**config.mk**
```make
export PLATFORM = sky130hd
export DESIGN_NAME = gray_step_counter
export DESIGN_NICKNAME = d
export VERILOG_FILES = /design/src/rtl/gsc_pkg.sv /design/src/rtl/gsc_parity.sv /design/src/rtl/gsc_gray_core.sv /design/src/rtl/gsc_bin_recode.sv /design/src/rtl/gray_step_counter.sv
export SDC_FILE = /design/constraint.sdc
export NUM_CORES = 1
export LEC_CHECK = 0
export ABC_AREA = 1
export CORE_MARGIN = 4
export CORE_UTILIZATION = 40
export DETAILED_ROUTE_END_ITERATION = 8
export GPL_TIMING_DRIVEN = 0
export SLEW_MARGIN = 20
export SYNTH_ARGS = -nofsm -noshare
export SYNTH_HDL_FRONTEND = slang
export SYNTH_HIERARCHICAL = 1
export SYNTH_SLANG_ARGS = --single-unit
```
**constraint.sdc**
```tcl
create_clock -name clk -period 1.2 [get_ports clk]
set_input_delay 0.18 -clock clk [delete_from_list [all_inputs] [get_ports clk]]
set_output_delay 0.18 -clock clk [all_outputs]
set_load 0.02 [all_outputs]
```
**src/rtl/gsc_pkg.sv**
```systemverilog
package gsc_pkg;

  // Which class of bit moves on the coming edge.
  typedef enum logic {
    STEP_LOW  = 1'b0,   // parity even: bit 0 flips
    STEP_HIGH = 1'b1    // parity odd : bit above lowest set bit flips
  } step_kind_e;

endpackage

```
**src/rtl/gsc_parity.sv**
```systemverilog
module gsc_parity (
  input  logic clk,
  input  logic rst_n,
  input  logic adv,
  output gsc_pkg::step_kind_e kind_o
);
  import gsc_pkg::*;

  logic par_q;
  logic par_d;

  always_comb begin
    par_d = par_q;
    if (adv) begin
      par_d = ~par_q;
    end
  end

  always_ff @(posedge clk or negedge rst_n) begin
    if (!rst_n) begin
      par_q <= 1'b0;
    end else begin
      par_q <= par_d;
    end
  end

  assign kind_o = step_kind_e'(par_q);

endmodule

```
**src/rtl/gsc_gray_core.sv**
```systemverilog
module gsc_gray_core #(
  parameter int WIDTH = 4
) (
  input  logic                clk,
  input  logic                rst_n,
  input  logic                adv,
  input  gsc_pkg::step_kind_e kind_i,
  output logic [WIDTH-1:0]    gray_o
);
  import gsc_pkg::*;

  localparam int TOP = WIDTH - 1;

  logic [WIDTH-1:0] gray_q;
  logic [WIDTH-1:0] gray_d;
  logic [WIDTH-1:0] flip;
  logic [WIDTH-1:0] below_clear;   // below_clear[i]: bits i-1..0 are all zero
  logic             hi_step;

  assign hi_step = (kind_i == STEP_HIGH);

  assign below_clear[0] = 1'b1;
  assign flip[0]        = ~hi_step;

  genvar gi;
  generate
    for (gi = 1; gi < WIDTH; gi++) begin : g_clear
      assign below_clear[gi] = below_clear[gi-1] & ~gray_q[gi-1];
    end

    for (gi = 1; gi < TOP; gi++) begin : g_mid
      assign flip[gi] = hi_step & gray_q[gi-1] & below_clear[gi-1];
    end
  endgenerate

  // Top bit: flips when the bit below it is the lowest set bit, or when it is
  // the only set bit (wrap back to zero).
  assign flip[TOP] = hi_step &
                     ((gray_q[TOP-1] & below_clear[TOP-1]) |
                      (gray_q[TOP]   & below_clear[TOP]));

  always_comb begin
    gray_d = gray_q;
    if (adv) begin
      gray_d = gray_q ^ flip;
    end
  end

  always_ff @(posedge clk or negedge rst_n) begin
    if (!rst_n) begin
      gray_q <= '0;
    end else begin
      gray_q <= gray_d;
    end
  end

  assign gray_o = gray_q;

endmodule

```
**src/rtl/gsc_bin_recode.sv**
```systemverilog
module gsc_bin_recode #(
  parameter int WIDTH = 4
) (
  input  logic             clk,
  input  logic             rst_n,
  input  logic             adv,
  output logic [WIDTH-1:0] gray_reg_o
);

  logic [WIDTH-1:0] bin_q;
  logic [WIDTH-1:0] bin_d;
  logic [WIDTH-1:0] recoded;
  logic [WIDTH-1:0] out_q;

  always_comb begin
    bin_d = bin_q;
    if (adv) begin
      bin_d = bin_q + {{(WIDTH-1){1'b0}}, 1'b1};
    end
  end

  assign recoded = bin_q ^ (bin_q >> 1);

  always_ff @(posedge clk or negedge rst_n) begin
    if (!rst_n) begin
      bin_q <= '0;
      out_q <= '0;
    end else begin
      bin_q <= bin_d;
      out_q <= recoded;
    end
  end

  assign gray_reg_o = out_q;

endmodule

```
**src/rtl/gray_step_counter.sv**
```systemverilog
module gray_step_counter #(
  parameter int WIDTH          = 4,
  parameter bit EXPOSE_RECODED = 1'b1
) (
  input  logic             clk,
  input  logic             rst_n,
  input  logic             count_en,
  output logic [WIDTH-1:0] gray_o,
  output logic [WIDTH-1:0] gray_reg_o
);
  import gsc_pkg::*;

  step_kind_e kind;
  logic       parity_q;

  gsc_parity u_parity (
    .clk    (clk),
    .rst_n  (rst_n),
    .adv    (count_en),
    .kind_o (kind)
  );

  assign parity_q = logic'(kind);

  gsc_gray_core #(.WIDTH(WIDTH)) u_core (
    .clk    (clk),
    .rst_n  (rst_n),
    .adv    (count_en),
    .kind_i (kind),
    .gray_o (gray_o)
  );

  generate
    if (EXPOSE_RECODED) begin : g_recode
      gsc_bin_recode #(.WIDTH(WIDTH)) u_recode (
        .clk        (clk),
        .rst_n      (rst_n),
        .adv        (count_en),
        .gray_reg_o (gray_reg_o)
      );
    end else begin : g_no_recode
      assign gray_reg_o = '0;
    end
  endgenerate

endmodule

```
# Word level (Yosys, flattened, before mapping)
# Cells that the tools add are included.
[word_totals]
ff_bits = 13
output_inout_bits = 8
elab_cells = 20
[op_classes]
add_sub_neg = 1
bitwise_logic = 15
[ops]
columns = ["cell", "count"]
rows = [
  ["bitwise AND 1 bit", 8],
  ["adder 4 x 1 -> 4 bit (second input constant)", 1],
  ["inverter 1 bit", 4],
  ["bitwise XOR 4 x 3 -> 4 bit", 1],
  ["bitwise XOR 4 bit", 1],
  ["OR 1 bit", 1],
]

# Logic depth before layout (Yosys ltp)
# Gate-level depths: netlist of run 1.
[logic_depth]
depth_word = 7
mapped_depth = 5

# Hierarchy
# Netlist of run 1, hierarchy kept.
[by_module_without_submodules]
columns = ["module", "n_inst", "cells_per_inst", "area_each_um2", "seq_area_each_um2"]
rows = [
  ["gsc_bin_recode", 1, 27, 306.5, 200.2],
  ["gsc_gray_core", 1, 25, 198.9, 100.1],
  ["gsc_parity", 1, 6, 43.8, 25.0],
]

# Worst setup path after synthesis of run 1
# Ideal clock, no wire load.
[synth_path]
kind = "register to register"
startpoint = "register u_core.gray_q[0] (netlist: u_core/gray_o[0])"
endpoint = "register u_core.gray_q[1] (netlist: u_core/gray_o[1])"
setup_ps = 118
arrival_time_ps = 938
setup_slack_ps = 144
stages_incl_launch_ff = 5
period_less_slack_ps = 1056
cell_sequence = "dfrtp_1 ha_1 nand2_1 xor2_1 inv_1"
[synth_between]
elab_chain_len = 2
[synth_rtl]
columns = ["item", "line_no", "text"]
rows = [
  ["from (decl)", "gsc_gray_core.sv:14", "logic [WIDTH-1:0] gray_q;"],
  ["from (signal assigned)", "gsc_gray_core.sv:53", "gray_q <= gray_d;"],
  ["bitwise AND 1 bit", "gsc_gray_core.sv:32", "assign flip[gi] = hi_step & gray_q[gi-1] & below_clear[gi-1];"],
  ["bitwise XOR 4 bit", "gsc_gray_core.sv:45", "gray_d = gray_q ^ flip;"],
]
# Every way passes these cells.
# A chain may end at the register's enable or synchronous reset.

# Worst setup path in the final report of run 1
[layout_path]
startpoint = "register u_core.gray_q[2] (netlist: u_core/gray_o[2])"
endpoint = "output port gray_o[2]"
[layout_rtl]
columns = ["item", "line_no", "text"]
rows = [
  ["to (decl)", "gray_step_counter.sv:8", "output logic [WIDTH-1:0] gray_o,"],
]
# No word-level cell between the ends.

==> results of run 1 <==
==> final timing paths <==
check / endpoint / slack (ps) / cells after the start
max: gray_o[2] / 30 / 1
min: g_recode.u_recode/gray_reg_o[1]$_DFF_PN0_ / 270 / 1
max reg2reg: u_core/gray_o[1]$_DFFE_PN0P_ / 190 / 4
min reg2reg: g_recode.u_recode/gray_reg_o[3]$_DFF_PN0_ / 470 / 0
max in group asynchronous: u_core/gray_o[0]$_DFFE_PN0P_ / 540 / 1
min in group clk: g_recode.u_recode/gray_reg_o[3]$_DFF_PN0_ / 470 / 0
==> layout by cell type, fill, tap and decap left out <==
master	instances
a21oi_1	1
clkbuf_1	1
clkbuf_2	2
clkbuf_4	3
clkdlybuf4s15_1	1
clkdlybuf4s15_2	1
clkdlybuf4s50_1	2
dfrtp_1	12
dfrtp_2	1
dlygate4sd2_1	5
ha_1	3
inv_1	9
inv_2	1
nand2_1	17
nand3_1	4
nand4_1	1
nor2_1	3
nor2_2	1
o21ai_0	1
xor2_1	3
==> report_power, final <==
part           total (W)  internal, W  switching, W
Combinational   0.000670     0.000280      0.000390
Sequential      0.000793     0.000643      0.000149
Clock           0.000267     0.000129      0.000138
Total            0.00173      0.00105      0.000678
==> flip-flops by register name (all words and copies together), names as in the netlist <==
signal	flops
g_recode.u_recode/bin_q	4
g_recode.u_recode/gray_reg_o	4
u_core/gray_o	4
u_parity/kind_o	1
==> metrics by stage <==
stage                     TNS (ps)  setup WS, ps
after floorplan                  0           144
after CTS                        0          1.08
final                            0          32.8
after global placement        -251          -105
after detailed placement      -353          -112
after global routing             0          10.9
==> layer usage <==
layer | vias to the layer above | track usage (%) | routed length, microns
met5 | - | 0 | 0
met4 | 0 | 8.77 | 12
met3 | 2 | 3.19 | 45
met2 | 4 | 14.7 | 370
met1 | 172 | 14.0 | 390
li1 | 204 | - | -
==> final cells by class <==
cell class	instances	area, sq um	share of cell area [%]
multi-input cells	34	181	26.5
clock buffers	4	26.3	3.83
well taps	15	18.8	2.74
inverters	10	37.5	5.47
flip-flops and latches	13	327	47.6
repair buffers	10	90.1	13.1
plain buffers	1	5.00	0.730
==> what timing repair did <==
action,4_1_cts,5_1_grt
pin swaps,0,0
resized for setup,11,3
endpoints found under the setup margin,8,3
==> kinds of logic (layout without fill, tap and decap cells) <==
logic type / after synthesis / after routing / synth area share [%]
xor gates and xnor gates: 3 / 3 / 4.78
buffers and inverters: 11 / 25 / 7.74
AOI/OAI and AO/OA: 2 / 2 / 1.82
and+or+nand+nor: 26 / 26 / 19.6
DFF: 13 / 13 / 59.2
adders and majority gates: 3 / 3 / 6.83
==> flow_metrics.env, run 1 <==
export IMPL_cap_viol_max_count=0
export IMPL_critPathBufInv=1
export IMPL_end_kind="output port"
export IMPL_avgSynthCellArea_sq_um=9.47
export IMPL_diodes=0
export IMPL_fin_nets=79
export IMPL_synth_seq_cells=13
export IMPL_initial_utilization_pct=42.2
export IMPL_die_w_microns=45.1
export IMPL_via_per_inst=4.39
export IMPL_clk_insertion_delay_late_ps=270
export IMPL_crit_type="flip-flop to output port"
export IMPL_p_per_area_mw_per_mm2=2520
export IMPL_tightest_slew_ps=556
export IMPL_final_util_pct=52.7
export IMPL_grt_pass1_wl_microns=1500
export IMPL_synth_most_common_cell="nand2_1"
export IMPL_synth_common_cells="nand2_1, dfrtp_1, inv_1"
export IMPL_gp_congestion=0.707
export IMPL_run_status="finished, final reports clean"
export IMPL_detailroute_via_count=382
export IMPL_synth_top_area_share_pct=59.2
export IMPL_core_area_sq_mm=0.00130
export IMPL_cts_made_buffers=3
export IMPL_finalHoldViolCount=0
export IMPL_start_kind="flip-flop"
export IMPL_avgRoutedWirePerCell_microns=9.41
export IMPL_holdBufCountCts=0
export IMPL_cp_cell_sequence="dlygate4sd2_1"
export IMPL_ys_seq_area_share_pct=59.2
export IMPL_startpoint="u_core/gray_o[2]$_DFFE_PN0P_"
export IMPL_leakage_nw=0.368
export IMPL_hold_slack_ps=265
export IMPL_numPortBuffers=10
export IMPL_power_total_w=0.00173
export IMPL_nFillCells=129
export IMPL_track_usage_pct=10.8
export IMPL_cp_slowest_stage_delay_ps=390
export IMPL_peakVddDrop_uv=1180
export IMPL_clock_sinks=13
export IMPL_dpl_hpwl_microns=625
export IMPL_drt_iter0_markers=4
export IMPL_syn_nets=64
export IMPL_antenna_found_initial=0
export IMPL_grt_overflow=0
export IMPL_async_flop_share_pct=100
export IMPL_clk_pin_slew_ps=80
export IMPL_maxClockFrequency_mhz=857
export IMPL_ant_nets=0
export IMPL_instances_no_fill=87
export IMPL_syn_cell_area_sq_um=549
export IMPL_die_height_microns=45.1
export IMPL_fin_crit_ps=1170
export IMPL_grt_max_degree=14
export IMPL_r2r_start="u_core/gray_o[0]$_DFFE_PN0P_"
export IMPL_cts_setup_buffers=0
export IMPL_period_share_pct=97.3
export IMPL_drc=0
export IMPL_min_path_type="primary input to asynchronous set/reset pin"
export IMPL_crit_arrival_ps=990
export IMPL_yosys_warnings=6
export IMPL_dr_pass1_iters=4
export IMPL_setup_violations=0
export IMPL_fp_dieArea_sq_mm=0.00203
export IMPL_ys_top_cells_by_area="dfrtp_1, nand2_1, ha_1, inv_1, xor2_1"
export IMPL_synthCells=58
export IMPL_ys_types=13
export IMPL_placed_cell_area_sq_um=668
export IMPL_final_cell_area_sq_um=686
export IMPL_synthDominantAreaCellType="dfrtp_1"
export IMPL_drive_gt1_share_pct=12.5
export IMPL_cts_htree_levels=1
export IMPL_cpLargestDelayFamily="flip-flops"
export IMPL_max_slew_margin_rel_pct=62.8
export IMPL_worstPathRequired_ps=1020
export IMPL_rows=13
export IMPL_cp_max_fo=3
export IMPL_cts_tree="yes"
export IMPL_cts_root_buffer="clkbuf_4"
export IMPL_critical_path_slowest_cell="dfrtp_1"
export IMPL_io_pins=11
export IMPL_place_inst=83
export IMPL_rsz0062_at_grt="no"
export IMPL_clock_skew_ps=1.73
export IMPL_drv_slew=0
export IMPL_clockBufferDepth=2
export IMPL_synth_edff_count=0
export IMPL_grt_pass1_vias=340
export IMPL_synth_top_flop_cell="dfrtp_1"
export IMPL_wirelength_microns=819
export IMPL_area_growth_pct=24.8
Power figures use the tool's default switching activity.
==> run 2: changes to the inputs <==
--- a/config.mk
+++ b/config.mk
@@ -10,8 +10,10 @@
 export CORE_UTILIZATION = 40
 export DETAILED_ROUTE_END_ITERATION = 8
 export GPL_TIMING_DRIVEN = 0
+export HOLD_SLACK_MARGIN = 0.08
 export SLEW_MARGIN = 20
 export SYNTH_ARGS = -nofsm -noshare
 export SYNTH_HDL_FRONTEND = slang
 export SYNTH_HIERARCHICAL = 1
 export SYNTH_SLANG_ARGS = --single-unit
+export TNS_END_PERCENT = 20
==> results of run 2 <==
Final layout, timing and power as in run 1 (identical DEF).
==> run 3: changes to the inputs <==
--- a/config.mk
+++ b/config.mk
@@ -11,6 +11,7 @@
 export DETAILED_ROUTE_END_ITERATION = 8
 export GPL_TIMING_DRIVEN = 0
 export HOLD_SLACK_MARGIN = 0.08
+export SETUP_SLACK_MARGIN = 0.4
 export SLEW_MARGIN = 20
 export SYNTH_ARGS = -nofsm -noshare
 export SYNTH_HDL_FRONTEND = slang
==> flow_metrics.env, run 3 (same netlist as run 1, synthesis figures left out) <==
export IMPL_drc=0
export IMPL_wirelength_microns=917
export IMPL_grt_pass1_wl_microns=1600
export IMPL_fp_dieArea_sq_mm=0.00203
export IMPL_clockBufferDepth=2
export IMPL_core_area_sq_mm=0.00130
export IMPL_grt_max_degree=14
export IMPL_io_pins=11
export IMPL_multi_input_area_sq_um=206
export IMPL_ant_nets=0
export IMPL_cp_slowest_stage_delay_ps=450
export IMPL_drive_gt1_share_pct=33.3
export IMPL_period_share_pct=87.3
export IMPL_worstPathRequired_ps=1020
export IMPL_leakage_nw=0.388
export IMPL_dpl_hpwl_microns=661
export IMPL_min_path_type="primary input to asynchronous set/reset pin"
export IMPL_via_per_inst=4.53
export IMPL_rows=13
export IMPL_cts_htree_levels=1
export IMPL_max_slew_margin_rel_pct=61.9
export IMPL_grt_pass1_vias=379
export IMPL_nFillCells=128
export IMPL_final_cell_mix="nand2_1, dfrtp_1, inv_1, buf_2"
export IMPL_clk_pin_slew_ps=70
export IMPL_crit_type="flip-flop to output port"
export IMPL_clock_sinks=13
export IMPL_cp_cell_sequence="buf_6"
export IMPL_numPortBuffers=10
export IMPL_placed_cell_area_sq_um=684
export IMPL_rsz0062_at_grt="yes"
export IMPL_fin_setup_tns_ps=0
export IMPL_met1_length_microns=391
export IMPL_die_w_microns=45.1
export IMPL_die_height_microns=45.1
export IMPL_drt_iter0_markers=6
export IMPL_track_usage_pct=11.5
export IMPL_dr_pass1_iters=4
export IMPL_p_per_area_mw_per_mm2=2610
export IMPL_initial_utilization_pct=42.2
export IMPL_maxClockFrequency_mhz=954
export IMPL_fin_nets=82
export IMPL_clock_skew_ps=1.10
export IMPL_highest_layer="met4"
export IMPL_cap_viol_max_count=0
export IMPL_clk_insertion_delay_late_ps=270
export IMPL_wl_met3_microns=58
export IMPL_antenna_found_initial=0
export IMPL_cts_root_buffer="clkbuf_4"
export IMPL_run_status="finished, final reports clean"
export IMPL_avgRoutedWirePerCell_microns=10.2
export IMPL_rrSetupSlack_ps=240
export IMPL_end_kind="output port"
export IMPL_drv_slew=0
export IMPL_critical_path_slowest_cell="dfrtp_2"
export IMPL_tightest_slew_ps=570
export IMPL_setup_violations=0
export IMPL_gp_congestion=0.715
export IMPL_cts_tree="yes"
export IMPL_final_cell_area_sq_um=724
export IMPL_cts_made_buffers=3
export IMPL_cpLargestDelayFamily="flip-flops"
export IMPL_detailroute_via_count=408
export IMPL_crit_arrival_ps=870
export IMPL_peakVddDrop_uv=1170
export IMPL_final_common_cell="nand2_1"
export IMPL_critPathBufInv=1
export IMPL_fin_crit_ps=1050
export IMPL_ff_latch_area_sq_um=327
export IMPL_grt_overflow=0
export IMPL_start_kind="flip-flop"
export IMPL_diodes=0
export IMPL_finalHoldViolCount=0
export IMPL_wl_met2_microns=455
export IMPL_cp_max_fo=5
export IMPL_area_growth_pct=31.9
## run 3: cell types whose count changed in the layout (fill, tap and decap cells not counted), sizes merged
cell,delta
buf,+11
clkbuf,-1
clkdlybuf4s15,-2
clkdlybuf4s50,-1
dlygate4sd2,-5
dlymetal6s2s,+1
## run 3: area by class of cell
type,count,area share (%)
clock buffers,4,3.63
well taps,15,2.59
inverters,10,5.18
repair buffers,13,14.3
multi-input cells,34,28.5
flip-flops and latches,13,45.1
plain buffers,1,0.691
## run 3: path summary, 6_finish.rpt
kind                                                   startpoint                                         to  cells after the start
setup / recovery                     u_core/gray_o[0]$_DFFE_PN0P_                                  gray_o[0]                      1
hold / removal                                              rst_n               u_core/gray_o[1]$_DFFE_PN0P_                      1
setup reg to reg                     u_core/gray_o[0]$_DFFE_PN0P_               u_core/gray_o[1]$_DFFE_PN0P_                      4
hold reg to reg            g_recode.u_recode/bin_q[3]$_DFFE_PN0P_  g_recode.u_recode/gray_reg_o[3]$_DFF_PN0_                      0
max in group asynchronous                                   rst_n               u_core/gray_o[0]$_DFFE_PN0P_                      1
min in group clk                                         count_en               u_core/gray_o[0]$_DFFE_PN0P_                      2
## run 3: per-stage QoR
stage               instances  total power, W  setup slack [ps]  hold slack, ps  util (%)
finish                     90         0.00189               152             266      55.7
global route               90         0.00207               104             263      55.7
CTS                        89         0.00186               136             296      54.1
detailed placement         83         0.00161              -141             445      52.6
global placement           83         0.00159              -124             442      52.6
floorplan                  58         0.00125               222            -116         -
## run 3: power breakdown
part           internal (W)  switching [W]  leakage [nW]  total [W]
sequential         0.000644       0.000153         0.154   0.000796
clock              0.000129       0.000128        0.0150   0.000257
combinational      0.000381       0.000457         0.219   0.000837
## run 3: layer usage
layer / up-vias / track usage (%)
li1: 210 / -
met1: 187 / 12.9
met2: 9 / 16.4
met3: 2 / 7.17
met4: 0 / 7.02
met5: - / 0
## run 3: repair_timing
action | 4_1_cts | 5_1_grt
setup endpoints to repair | 18 | 18
hold buffers | 0 | 0
gates resized for setup | 38 | 6
setup buffers | 2 | 1
pin swaps | 0 | 2
